==> src/rtl/nor_cmd_pkg.sv <==
// Package: shared register offsets, command-kind coding and frame-shape
// decode for the SPI NOR command controller.
// Assumes: register offsets are byte addresses within the register space.
package nor_cmd_pkg;

    localparam logic [7:0] OFS_MODE  = 8'h04;
    localparam logic [7:0] OFS_FAST  = 8'h10;
    localparam logic [7:0] OFS_COUNT = 8'h14;
    localparam logic [7:0] OFS_CMD   = 8'h18;
    localparam logic [7:0] OFS_ADDR  = 8'h24;

    localparam int COUNT_REG_W = 16;

    // Shape of a frame, decoded from the 4-bit command kind.
    typedef struct packed {
        logic with_addr;   // 24-bit address follows the opcode
        logic with_data;   // a data phase follows
        logic data_in;     // data phase receives into the window
    } frame_shape_t;

    // Map a command kind to the frame it produces.
    function automatic frame_shape_t shape_of(input logic [3:0] kind);
        frame_shape_t s;
        s.with_addr = 1'b0;
        s.with_data = 1'b1;
        s.data_in   = 1'b0;
        case (kind)
            4'd0, 4'd3, 4'd4, 4'd5, 4'd11, 4'd12: s.with_addr = 1'b1;
            4'd10, 4'd13: begin
                s.with_addr = 1'b1;
                s.data_in   = 1'b1;
            end
            4'd2, 4'd14, 4'd15: s.data_in = 1'b1;
            4'd7, 4'd8: s.with_data = 1'b0;
            default: ;
        endcase
        return s;
    endfunction

endpackage

==> src/rtl/nor_cmd_buf.sv <==
// Module: page-sized byte store, shared by the bus (32-bit word port) and
// the sequencer (byte port).
// Assumes: PAGE_BYTES is a power of two and a multiple of 4. When both
// ports write the same byte in one cycle, the bus write wins.
module nor_cmd_buf #(
    parameter int PAGE_BYTES = 256,
    localparam int PAGE_WORDS = PAGE_BYTES / 4,
    localparam int WIDX_W = $clog2(PAGE_WORDS),
    localparam int BIDX_W = $clog2(PAGE_BYTES)
) (
    input  logic              clk,
    input  logic              sw_we,
    input  logic [WIDX_W-1:0] sw_widx,
    input  logic [31:0]       sw_wdata,
    output logic [31:0]       sw_rdata,
    input  logic              hw_we,
    input  logic [BIDX_W-1:0] hw_bidx,
    input  logic [7:0]        hw_wdata,
    output logic [7:0]        hw_rdata
);

    logic [7:0] mem [PAGE_BYTES];

    for (genvar b = 0; b < PAGE_BYTES; b++) begin : g_byte
        // One byte cell: the bus word write has priority over the sequencer.
        always_ff @(posedge clk) begin
            if (sw_we && sw_widx == WIDX_W'(b / 4))
                mem[b] <= sw_wdata[8*(b%4) +: 8];
            else if (hw_we && hw_bidx == BIDX_W'(b))
                mem[b] <= hw_wdata;
        end
    end

    for (genvar j = 0; j < 4; j++) begin : g_lane
        // Assemble the read word in little-endian byte order.
        assign sw_rdata[8*j +: 8] = mem[{sw_widx, 2'(j)}];
    end

    assign hw_rdata = mem[hw_bidx];

endmodule

==> src/rtl/nor_cmd_shift.sv <==
// Module: one-byte SPI mode-0 shifter. SCLK runs at half the system clock.
// MOSI is updated on the falling half and MISO is sampled on the rising half.
// Assumes: start is only given while busy is low. done pulses for one cycle
// after the eighth falling edge, and rx_byte holds its value until the next start.
module nor_cmd_shift (
    input  logic       clk,
    input  logic       rst_n,
    input  logic       start,
    input  logic [7:0] tx_byte,
    output logic       busy,
    output logic       done,
    output logic [7:0] rx_byte,
    output logic       sclk,
    output logic       mosi,
    input  logic       miso
);

    logic [7:0] tx_q;
    logic [2:0] bit_q;

    // Bit engine: load, rise (sample), fall (shift), finish after 8 bits.
    always_ff @(posedge clk) begin
        if (!rst_n) begin
            tx_q    <= '0;
            rx_byte <= '0;
            bit_q   <= '0;
            busy    <= 1'b0;
            done    <= 1'b0;
            sclk    <= 1'b0;
        end else begin
            done <= 1'b0;
            if (!busy) begin
                if (start) begin
                    tx_q  <= tx_byte;
                    bit_q <= '0;
                    busy  <= 1'b1;
                end
            end else if (!sclk) begin
                sclk    <= 1'b1;
                rx_byte <= {rx_byte[6:0], miso};
            end else begin
                sclk  <= 1'b0;
                tx_q  <= {tx_q[6:0], 1'b0};
                bit_q <= bit_q + 3'd1;
                if (bit_q == 3'd7) begin
                    busy <= 1'b0;
                    done <= 1'b1;
                end
            end
        end
    end

    assign mosi = tx_q[7];

    AST_MOSI_HOLD: assert property (@(posedge clk) disable iff (!rst_n)
        $rose(sclk) |-> $stable(mosi));
    AST_SCLK_HALF: assert property (@(posedge clk) disable iff (!rst_n)
        sclk |=> !sclk);

endmodule

==> src/rtl/nor_cmd_seq.sv <==
// Module: frame sequencer. At launch it captures opcode, kind, count and
// address. It then feeds the shifter byte by byte (opcode, address, data),
// stores received data bytes, and holds chip select high for a gap before
// it reports done.
// Assumes: start only arrives while idle. The count is clamped to one page.
module nor_cmd_seq
    import nor_cmd_pkg::*;
#(
    parameter int PAGE_BYTES = 256,
    parameter int GAP_CYCLES = 2,
    localparam int BIDX_W = $clog2(PAGE_BYTES),
    localparam int CNT_W = $clog2(PAGE_BYTES + 1),
    localparam int POS_W = $clog2(PAGE_BYTES + 5),
    localparam int GAP_W = $clog2(GAP_CYCLES + 1)
) (
    input  logic                   clk,
    input  logic                   rst_n,
    input  logic                   start,
    input  logic [3:0]             kind,
    input  logic [7:0]             opcode,
    input  logic [COUNT_REG_W-1:0] count,
    input  logic [23:0]            faddr,
    output logic                   sh_start,
    output logic [7:0]             sh_tx,
    input  logic                   sh_done,
    input  logic [7:0]             sh_rx,
    output logic [BIDX_W-1:0]      buf_idx,
    input  logic [7:0]             buf_rdata,
    output logic                   buf_we,
    output logic                   cs_n,
    output logic                   done
);

    typedef enum logic [1:0] {S_IDLE, S_LOAD, S_WAIT, S_GAP} seq_state_e;

    seq_state_e   state_q;
    logic [7:0]   op_q;
    logic [23:0]  addr_q;
    logic [2:0]   hdr_q;
    logic [CNT_W-1:0] ndata_q;
    logic         rd_q;
    logic [POS_W-1:0] pos_q;
    logic [GAP_W-1:0] gap_q;
    frame_shape_t shp;
    logic [POS_W-1:0] dpos;
    logic         in_data;
    logic         last_byte;

    assign shp       = shape_of(kind);
    assign dpos      = pos_q - POS_W'(hdr_q);
    assign in_data   = pos_q >= POS_W'(hdr_q);
    assign last_byte = pos_q == POS_W'(hdr_q) + POS_W'(ndata_q) - POS_W'(1);
    assign buf_idx   = dpos[BIDX_W-1:0];

    // Pick the byte for the current frame position.
    always_comb begin
        if (pos_q == '0)
            sh_tx = op_q;
        else if (!in_data)
            sh_tx = addr_q[8*(3 - int'(pos_q)) +: 8];
        else if (rd_q)
            sh_tx = 8'h00;
        else
            sh_tx = buf_rdata;
    end

    assign sh_start = state_q == S_LOAD;
    assign buf_we   = state_q == S_WAIT && sh_done && in_data && rd_q;

    // Frame control: capture at launch, step per byte, then the CS gap.
    always_ff @(posedge clk) begin
        if (!rst_n) begin
            state_q <= S_IDLE;
            op_q    <= '0;
            addr_q  <= '0;
            hdr_q   <= 3'd1;
            ndata_q <= '0;
            rd_q    <= 1'b0;
            pos_q   <= '0;
            gap_q   <= '0;
            cs_n    <= 1'b1;
            done    <= 1'b0;
        end else begin
            done <= 1'b0;
            case (state_q)
                S_IDLE: if (start) begin
                    op_q    <= opcode;
                    addr_q  <= faddr;
                    hdr_q   <= shp.with_addr ? 3'd4 : 3'd1;
                    rd_q    <= shp.data_in;
                    if (!shp.with_data)
                        ndata_q <= '0;
                    else if (count > COUNT_REG_W'(PAGE_BYTES))
                        ndata_q <= CNT_W'(PAGE_BYTES);
                    else
                        ndata_q <= count[CNT_W-1:0];
                    pos_q   <= '0;
                    cs_n    <= 1'b0;
                    state_q <= S_LOAD;
                end
                S_LOAD: state_q <= S_WAIT;
                S_WAIT: if (sh_done) begin
                    if (last_byte) begin
                        cs_n    <= 1'b1;
                        gap_q   <= '0;
                        state_q <= S_GAP;
                    end else begin
                        pos_q   <= pos_q + POS_W'(1);
                        state_q <= S_LOAD;
                    end
                end
                S_GAP: begin
                    gap_q <= gap_q + GAP_W'(1);
                    if (gap_q == GAP_W'(GAP_CYCLES - 1)) begin
                        done    <= 1'b1;
                        state_q <= S_IDLE;
                    end
                end
                default: state_q <= S_IDLE;
            endcase
        end
    end

    AST_CS_GAP: assert property (@(posedge clk) disable iff (!rst_n)
        $rose(cs_n) |=> cs_n);
    AST_CS_DURING_FRAME: assert property (@(posedge clk) disable iff (!rst_n)
        (state_q == S_LOAD || state_q == S_WAIT) |-> !cs_n);

endmodule

==> src/rtl/nor_cmd_ctrl.sv <==
// Module: top of the SPI NOR command controller. It holds the register file,
// decodes the bus into the register space (bus_addr[8]=0) and the data
// window (bus_addr[8]=1), and launches the sequencer from the command register.
// Assumes: single-cycle bus writes and combinational reads. Only the
// single-lane bus is driven; the mode and fast-read values are stored only.
module nor_cmd_ctrl
    import nor_cmd_pkg::*;
#(
    parameter int PAGE_BYTES = 256,
    localparam int PAGE_WORDS = PAGE_BYTES / 4,
    localparam int WIDX_W = $clog2(PAGE_WORDS),
    localparam int BIDX_W = $clog2(PAGE_BYTES)
) (
    input  logic        clk,
    input  logic        rst_n,
    input  logic [8:0]  bus_addr,
    input  logic        bus_wr,
    input  logic [31:0] bus_wdata,
    output logic [31:0] bus_rdata,
    output logic        spi_cs_n,
    output logic        spi_sclk,
    output logic        spi_mosi,
    input  logic        spi_miso
);

    logic [1:0]             mode_q;
    logic [1:0]             fast_q;
    logic [COUNT_REG_W-1:0] count_q;
    logic [31:0]            addr_q;
    logic                   cmd_valid_q;
    logic [3:0]             cmd_kind_q;
    logic                   cmd_move_q;
    logic [7:0]             cmd_op_q;

    logic                   csr_wr;
    logic                   win_wr;
    logic                   cmd_wr;
    logic                   launch;
    logic [31:0]            win_rdata;
    logic                   sh_start;
    logic [7:0]             sh_tx;
    logic                   sh_busy;
    logic                   sh_done;
    logic [7:0]             sh_rx;
    logic [BIDX_W-1:0]      buf_idx;
    logic [7:0]             buf_rdata;
    logic                   buf_we;
    logic                   seq_done;

    assign csr_wr = bus_wr && !bus_addr[8];
    assign win_wr = bus_wr && bus_addr[8];
    assign cmd_wr = csr_wr && bus_addr[7:0] == OFS_CMD;
    assign launch = cmd_wr && !cmd_valid_q && bus_wdata[0];

    // Register file: plain registers plus the interlocked command register.
    always_ff @(posedge clk) begin
        if (!rst_n) begin
            mode_q      <= '0;
            fast_q      <= '0;
            count_q     <= '0;
            addr_q      <= '0;
            cmd_valid_q <= 1'b0;
            cmd_kind_q  <= '0;
            cmd_move_q  <= 1'b0;
            cmd_op_q    <= '0;
        end else begin
            if (csr_wr) begin
                case (bus_addr[7:0])
                    OFS_MODE:  mode_q  <= bus_wdata[1:0];
                    OFS_FAST:  fast_q  <= bus_wdata[1:0];
                    OFS_COUNT: count_q <= bus_wdata[COUNT_REG_W-1:0];
                    OFS_ADDR:  addr_q  <= bus_wdata;
                    default: ;
                endcase
            end
            if (cmd_wr && !cmd_valid_q) begin
                cmd_valid_q <= bus_wdata[0];
                cmd_kind_q  <= bus_wdata[4:1];
                cmd_move_q  <= bus_wdata[5];
                cmd_op_q    <= bus_wdata[13:6];
            end else if (seq_done) begin
                cmd_valid_q <= 1'b0;
            end
        end
    end

    // Read mux over registers and the data window.
    always_comb begin
        bus_rdata = '0;
        if (bus_addr[8]) begin
            bus_rdata = win_rdata;
        end else begin
            case (bus_addr[7:0])
                OFS_MODE:  bus_rdata = {30'b0, mode_q};
                OFS_FAST:  bus_rdata = {30'b0, fast_q};
                OFS_COUNT: bus_rdata = {{(32-COUNT_REG_W){1'b0}}, count_q};
                OFS_CMD:   bus_rdata = {18'h3FFFF, cmd_op_q, cmd_move_q,
                                        cmd_kind_q, cmd_valid_q};
                OFS_ADDR:  bus_rdata = addr_q;
                default:   bus_rdata = '0;
            endcase
        end
    end

    nor_cmd_buf #(.PAGE_BYTES(PAGE_BYTES)) u_buf (
        .clk      (clk),
        .sw_we    (win_wr),
        .sw_widx  (bus_addr[WIDX_W+1:2]),
        .sw_wdata (bus_wdata),
        .sw_rdata (win_rdata),
        .hw_we    (buf_we),
        .hw_bidx  (buf_idx),
        .hw_wdata (sh_rx),
        .hw_rdata (buf_rdata)
    );

    nor_cmd_seq #(.PAGE_BYTES(PAGE_BYTES)) u_seq (
        .clk       (clk),
        .rst_n     (rst_n),
        .start     (launch),
        .kind      (bus_wdata[4:1]),
        .opcode    (bus_wdata[13:6]),
        .count     (count_q),
        .faddr     (addr_q[23:0]),
        .sh_start  (sh_start),
        .sh_tx     (sh_tx),
        .sh_done   (sh_done),
        .sh_rx     (sh_rx),
        .buf_idx   (buf_idx),
        .buf_rdata (buf_rdata),
        .buf_we    (buf_we),
        .cs_n      (spi_cs_n),
        .done      (seq_done)
    );

    nor_cmd_shift u_shift (
        .clk     (clk),
        .rst_n   (rst_n),
        .start   (sh_start),
        .tx_byte (sh_tx),
        .busy    (sh_busy),
        .done    (sh_done),
        .rx_byte (sh_rx),
        .sclk    (spi_sclk),
        .mosi    (spi_mosi),
        .miso    (spi_miso)
    );

    AST_IDLE_CLK_LOW: assert property (@(posedge clk) disable iff (!rst_n)
        spi_cs_n |-> !spi_sclk);
    AST_BUSY_CMD_HELD: assert property (@(posedge clk) disable iff (!rst_n)
        (cmd_wr && cmd_valid_q) |=> $stable(cmd_op_q) && $stable(cmd_kind_q));
    AST_DONE_CLEARS: assert property (@(posedge clk) disable iff (!rst_n)
        seq_done |=> !cmd_valid_q);
    AST_START_IDLE: assert property (@(posedge clk) disable iff (!rst_n)
        sh_start |-> !sh_busy);

endmodule

==> config.mk <==
export PLATFORM = sky130hd
export DESIGN_NAME = nor_cmd_ctrl
export DESIGN_NICKNAME = d
export VERILOG_FILES = /design/src/rtl/nor_cmd_pkg.sv /design/src/rtl/nor_cmd_buf.sv /design/src/rtl/nor_cmd_shift.sv /design/src/rtl/nor_cmd_seq.sv /design/src/rtl/nor_cmd_ctrl.sv
export SDC_FILE = /design/constraint.sdc
export NUM_CORES = 2
export LEC_CHECK = 0
export BUFFER_PORTS_ARGS = -buffer_cell sky130_fd_sc_hd__buf_4
export CAP_MARGIN = 25
export CORE_UTILIZATION = 45
export DETAILED_ROUTE_END_ITERATION = 16
export MAX_ROUTING_LAYER = met4
export SYNTH_ARGS = -nofsm -noshare
export SYNTH_HDL_FRONTEND = slang
export SYNTH_HIERARCHICAL = 1
export SYNTH_SLANG_ARGS = --single-unit
export TNS_END_PERCENT = 100
==> constraint.sdc <==
create_clock -name clk -period 4.6 [get_ports clk]
set_input_delay 0.92 -clock clk [delete_from_list [all_inputs] [get_ports clk]]
set_output_delay 0.92 -clock clk [all_outputs]
set_load 0.01 [all_outputs]
==> results by group <==
Placed design
  – Setup WS pre-CTS: -758 ps
  – Dpl hpwl: 508 mm
  – RePlAce Congestion: 1.14
  – I/O Buffers: 79
  – # placed instances: 12000
  – Placed cell area: 139000 sq um

Hold path
  – Min-delay src: spi_miso
  – Type of the worst min-delay path: input port to flip-flop

Clocking
  – Max clock buf depth: 4
  – CTS Buf Count: 268
  – Clock-pin slew on the worst setup and hold paths: 60 ps
  – Sink Count: 2195
  – Hold buffer count at cts: 0
  – Root Buffer: clkbuf_16
  – CTS tree: built
  – Worst skew pair latency: 940 ps
  – H-tree depth: 5

Job
  – Maxcap violations: 0

Yosys
  – Leading area contributor after synthesis: edfxtp_1
  – Post-synth ARST share: 0%
  – Seq cells post-synth: 2195
  – Synthesis Warnings: 6
  – Post-Syn Area per Cell: 15.6 sq um
  – Syn Std Cell Area: 129000 sq um
  – Seq/Total Area, Yosys: 50.0%
  – Syn_nets: 8311
  – Cells after Synth: 8246
  – Main synth FF type: edfxtp_1
  – Yosys top cell area share: 47.7%
  – Distinct cell type count after synthesis: 83
  – Post-synth EDFFs: 2048
  – Synth top area cells: edfxtp_1 (48%), mux4_2 (21%), mux2_2 (18%), dfxtp_1 (2.3%), clkbuf_1 (2.1%)

Run status
  – Status: finished, violations left
  – Failing checks: negative setup slack

Critical path
  – Req. time, crit path: 3680 ps
  – Crit path capture: bus_rdata[31]
  – Reg2Reg Depth: 21
  – Critical path endpoint category: output port
  – Setup crit start: bus_addr[2]
  – Critical path fanouts, max: 7
  – Reg2reg setup slack: -40 ps
  – WS Path Type: input port to output port
  – RR Startpoint: u_seq/pos_q[0]$_SDFFE_PN0P_
  – Worst reg2reg endpoint: u_shift/tx_q[4]$_SDFFE_PN0P_
  – Worst EP arrival: 4240 ps
  – Critical path startpoint category: input port

Routing
  – Post-DRT Antenna Nets: 0
  – Iteration-0 DRC Markers: 19700
  – Drt wl/cell: 56.0 um
  – DR vias/cell: 7.73
  – First-pass iteration count of the detailed router: 7
  – # DRC: 0
  – Routed wire length: 716 mm
  – Vias: 98900

Power
  – VDD IR max: 330 uV
  – Tot Pwr: 48.4 mW
  – Pleak: 50.8 nW
  – PwrDens: 319 nW/um^2

Cells and area
  – Final core occ: 53.3%
  – Final cell count without fillers: 12800
  – Nets: 8697
  – Share of cells above drive strength 1: 54.9%
  – Final instance area: 152000 sq um
  – Layout area overhead: 17.8%

GRT
  – Largest net degree at the start of global routing: 128
  – Grt total ovfl: 0
  – First-pass GRT wire length: 917 mm
  – Number of global-route vias before repair: 89700
  – Initial antenna violation count: 160
  – GRT Util Overall: 50.3%

STA
  – Min Hold Slack: 263 ps
  – Final Setup Violations: 46
  – Fin. Hold Viols: 0
  – Unrepaired setup endpoints after global routing: true
  – Worst clock skew: 37.2 ps
  – Period utilisation layout: 112%
  – Slew Limit Headroom: 0.114%
  – Achievable Freq: 194 MHz
  – Setup TNS: -14910 ps
  – Final Max Slew Viols: 0
  – Final WS setup: -557 ps
  – Worst Max-Slew Pin Slew: 1500 ps
  – Period minus WS final: 5160 ps

Floorplan
  – Number of core rows: 196
  – I/O pin total: 80
  – Full die area: 289000 sq um
  – Die X: 537 um
  – Die height: 537 um
  – Initial Util: 45.3%
  – CORE AREA: 285000 sq um
-- worst max-delay path: stages --
cell and delay, ps:
buf_16 180, buf_12 170, buf_12 130, buf_16 150, buf_16 140, mux4_2 550
mux4_2 640, mux4_2 720, a221o_1 420, buf_6 140
-- worst min path at each step --
stage                                           end  slack, ps  cells past startpoint
CTS                 u_shift/rx_byte[0]$_SDFFE_PN0P_        220                      3
global placement             mode_q[1]$_SDFFE_PN0P_        450                      2
detailed placement           mode_q[1]$_SDFFE_PN0P_        460                      2
floorplan                    mode_q[0]$_SDFFE_PN0P_        430                      2
finish              u_shift/rx_byte[0]$_SDFFE_PN0P_        260                      3
global route        u_shift/rx_byte[0]$_SDFFE_PN0P_        320                      3
-- cells in the mapped netlist (8+ instances only) --
cell      count
mux2_2     2049
edfxtp_1   2048
mux4_2     1184
clkbuf_1    709
nand2_1     491
a22oi_1     278
o21ai_0     266
a21oi_1     214
dfxtp_1     147
buf_2       136
buf_1        76
nor2_1       71
a21boi_0     57
nor2b_1      57
mux2i_1      54
nand3_1      41
nand4_1      34
o41ai_1      34
a221o_1      27
inv_1        25
a21boi_1     19
ha_1         19
nor3_1       19
buf_6        17
xnor2_1      13
a31oi_1      10
and2_1        9
nand2b_1      9
nand2_2       8
o211a_1       8
xor2_1        8
-- metal layers --
layer / vias to the layer above / GRT usage (%) / part of all wire (%)
li1: 34800 / - / -
met2: 10300 / 69.5 / 42
met4: 0 / 33.4 / 8.2
met3: 2204 / 20.8 / 15
met1: 51600 / 59.9 / 34
met5: - / - / 0
-- area by class of cell --
cell class	count	area, sq um
antenna	200	500
clock inverter	150	1710
inverter	28	163
timing repair inverter	1	11.3
multi-input combinational	5076	61200
sequential	2195	64500
clock buffer	322	7150
tap	3762	4710
fill	23100	133000
timing repair buffer	1062	11900
-- timing repair --
item | CTS | global route
cloned | 32 | 14
setup buffers | 67 | 58
pin swaps | 29 | 30
endpoints found under the setup margin | 75 | 151
gates resized for setup | 164 | 84
-- cell usage in the layout, fill, tap and decap left out, types with 19 or more instances in the layout --
cell type,count
edfxtp_1,2048
mux2_2,2047
mux4_2,1184
buf_4,729
nand2_1,483
clkbuf_16,291
o21ai_0,264
a22oi_1,263
diode_2,200
a21oi_1,200
buf_12,168
dfxtp_1,138
buf_6,71
a21boi_0,57
mux2i_1,54
nor2b_1,53
nor2_1,53
buf_16,50
clkinv_1,43
clkbuf_1,42
clkinv_2,40
nand4_1,34
bufinv_16,31
nand3_1,28
a221o_1,27
inv_1,22
a21boi_1,19
-- sequential cells by signal, summed over array words and instances, names as in the netlist, 4 cells and up --
register         cells
addr_q              32
cmd_kind_q           4
cmd_op_q             8
count_q             16
u_buf/mem         2048
u_seq/addr_q        24
u_seq/ndata_q        9
u_seq/op_q           8
u_seq/pos_q          9
u_shift/rx_byte      8
u_shift/tx_q         8
-- kinds of logic after synthesis --
group	synth area share, %
AOI/OAI and AO/OA	4.74
buffers and inverters	3.12
muxes	39.0
and+or+nand+nor	2.78
xor gates and xnor gates	0.143
adders and majority gates	0.200
DFF	50.0
-- power by group --
| part | leakage (nW) | internal, mW | switching, mW | total (mW) |
|---|---|---|---|---|
| Clock | 4.30 | 12.8 | 9.37 | 22.2 |
| Sequential | 19.6 | 21.8 | 0.0453 | 21.9 |
| Combinational | 26.9 | 1.80 | 2.54 | 4.34 |
(Power assumes the default switching activity.)
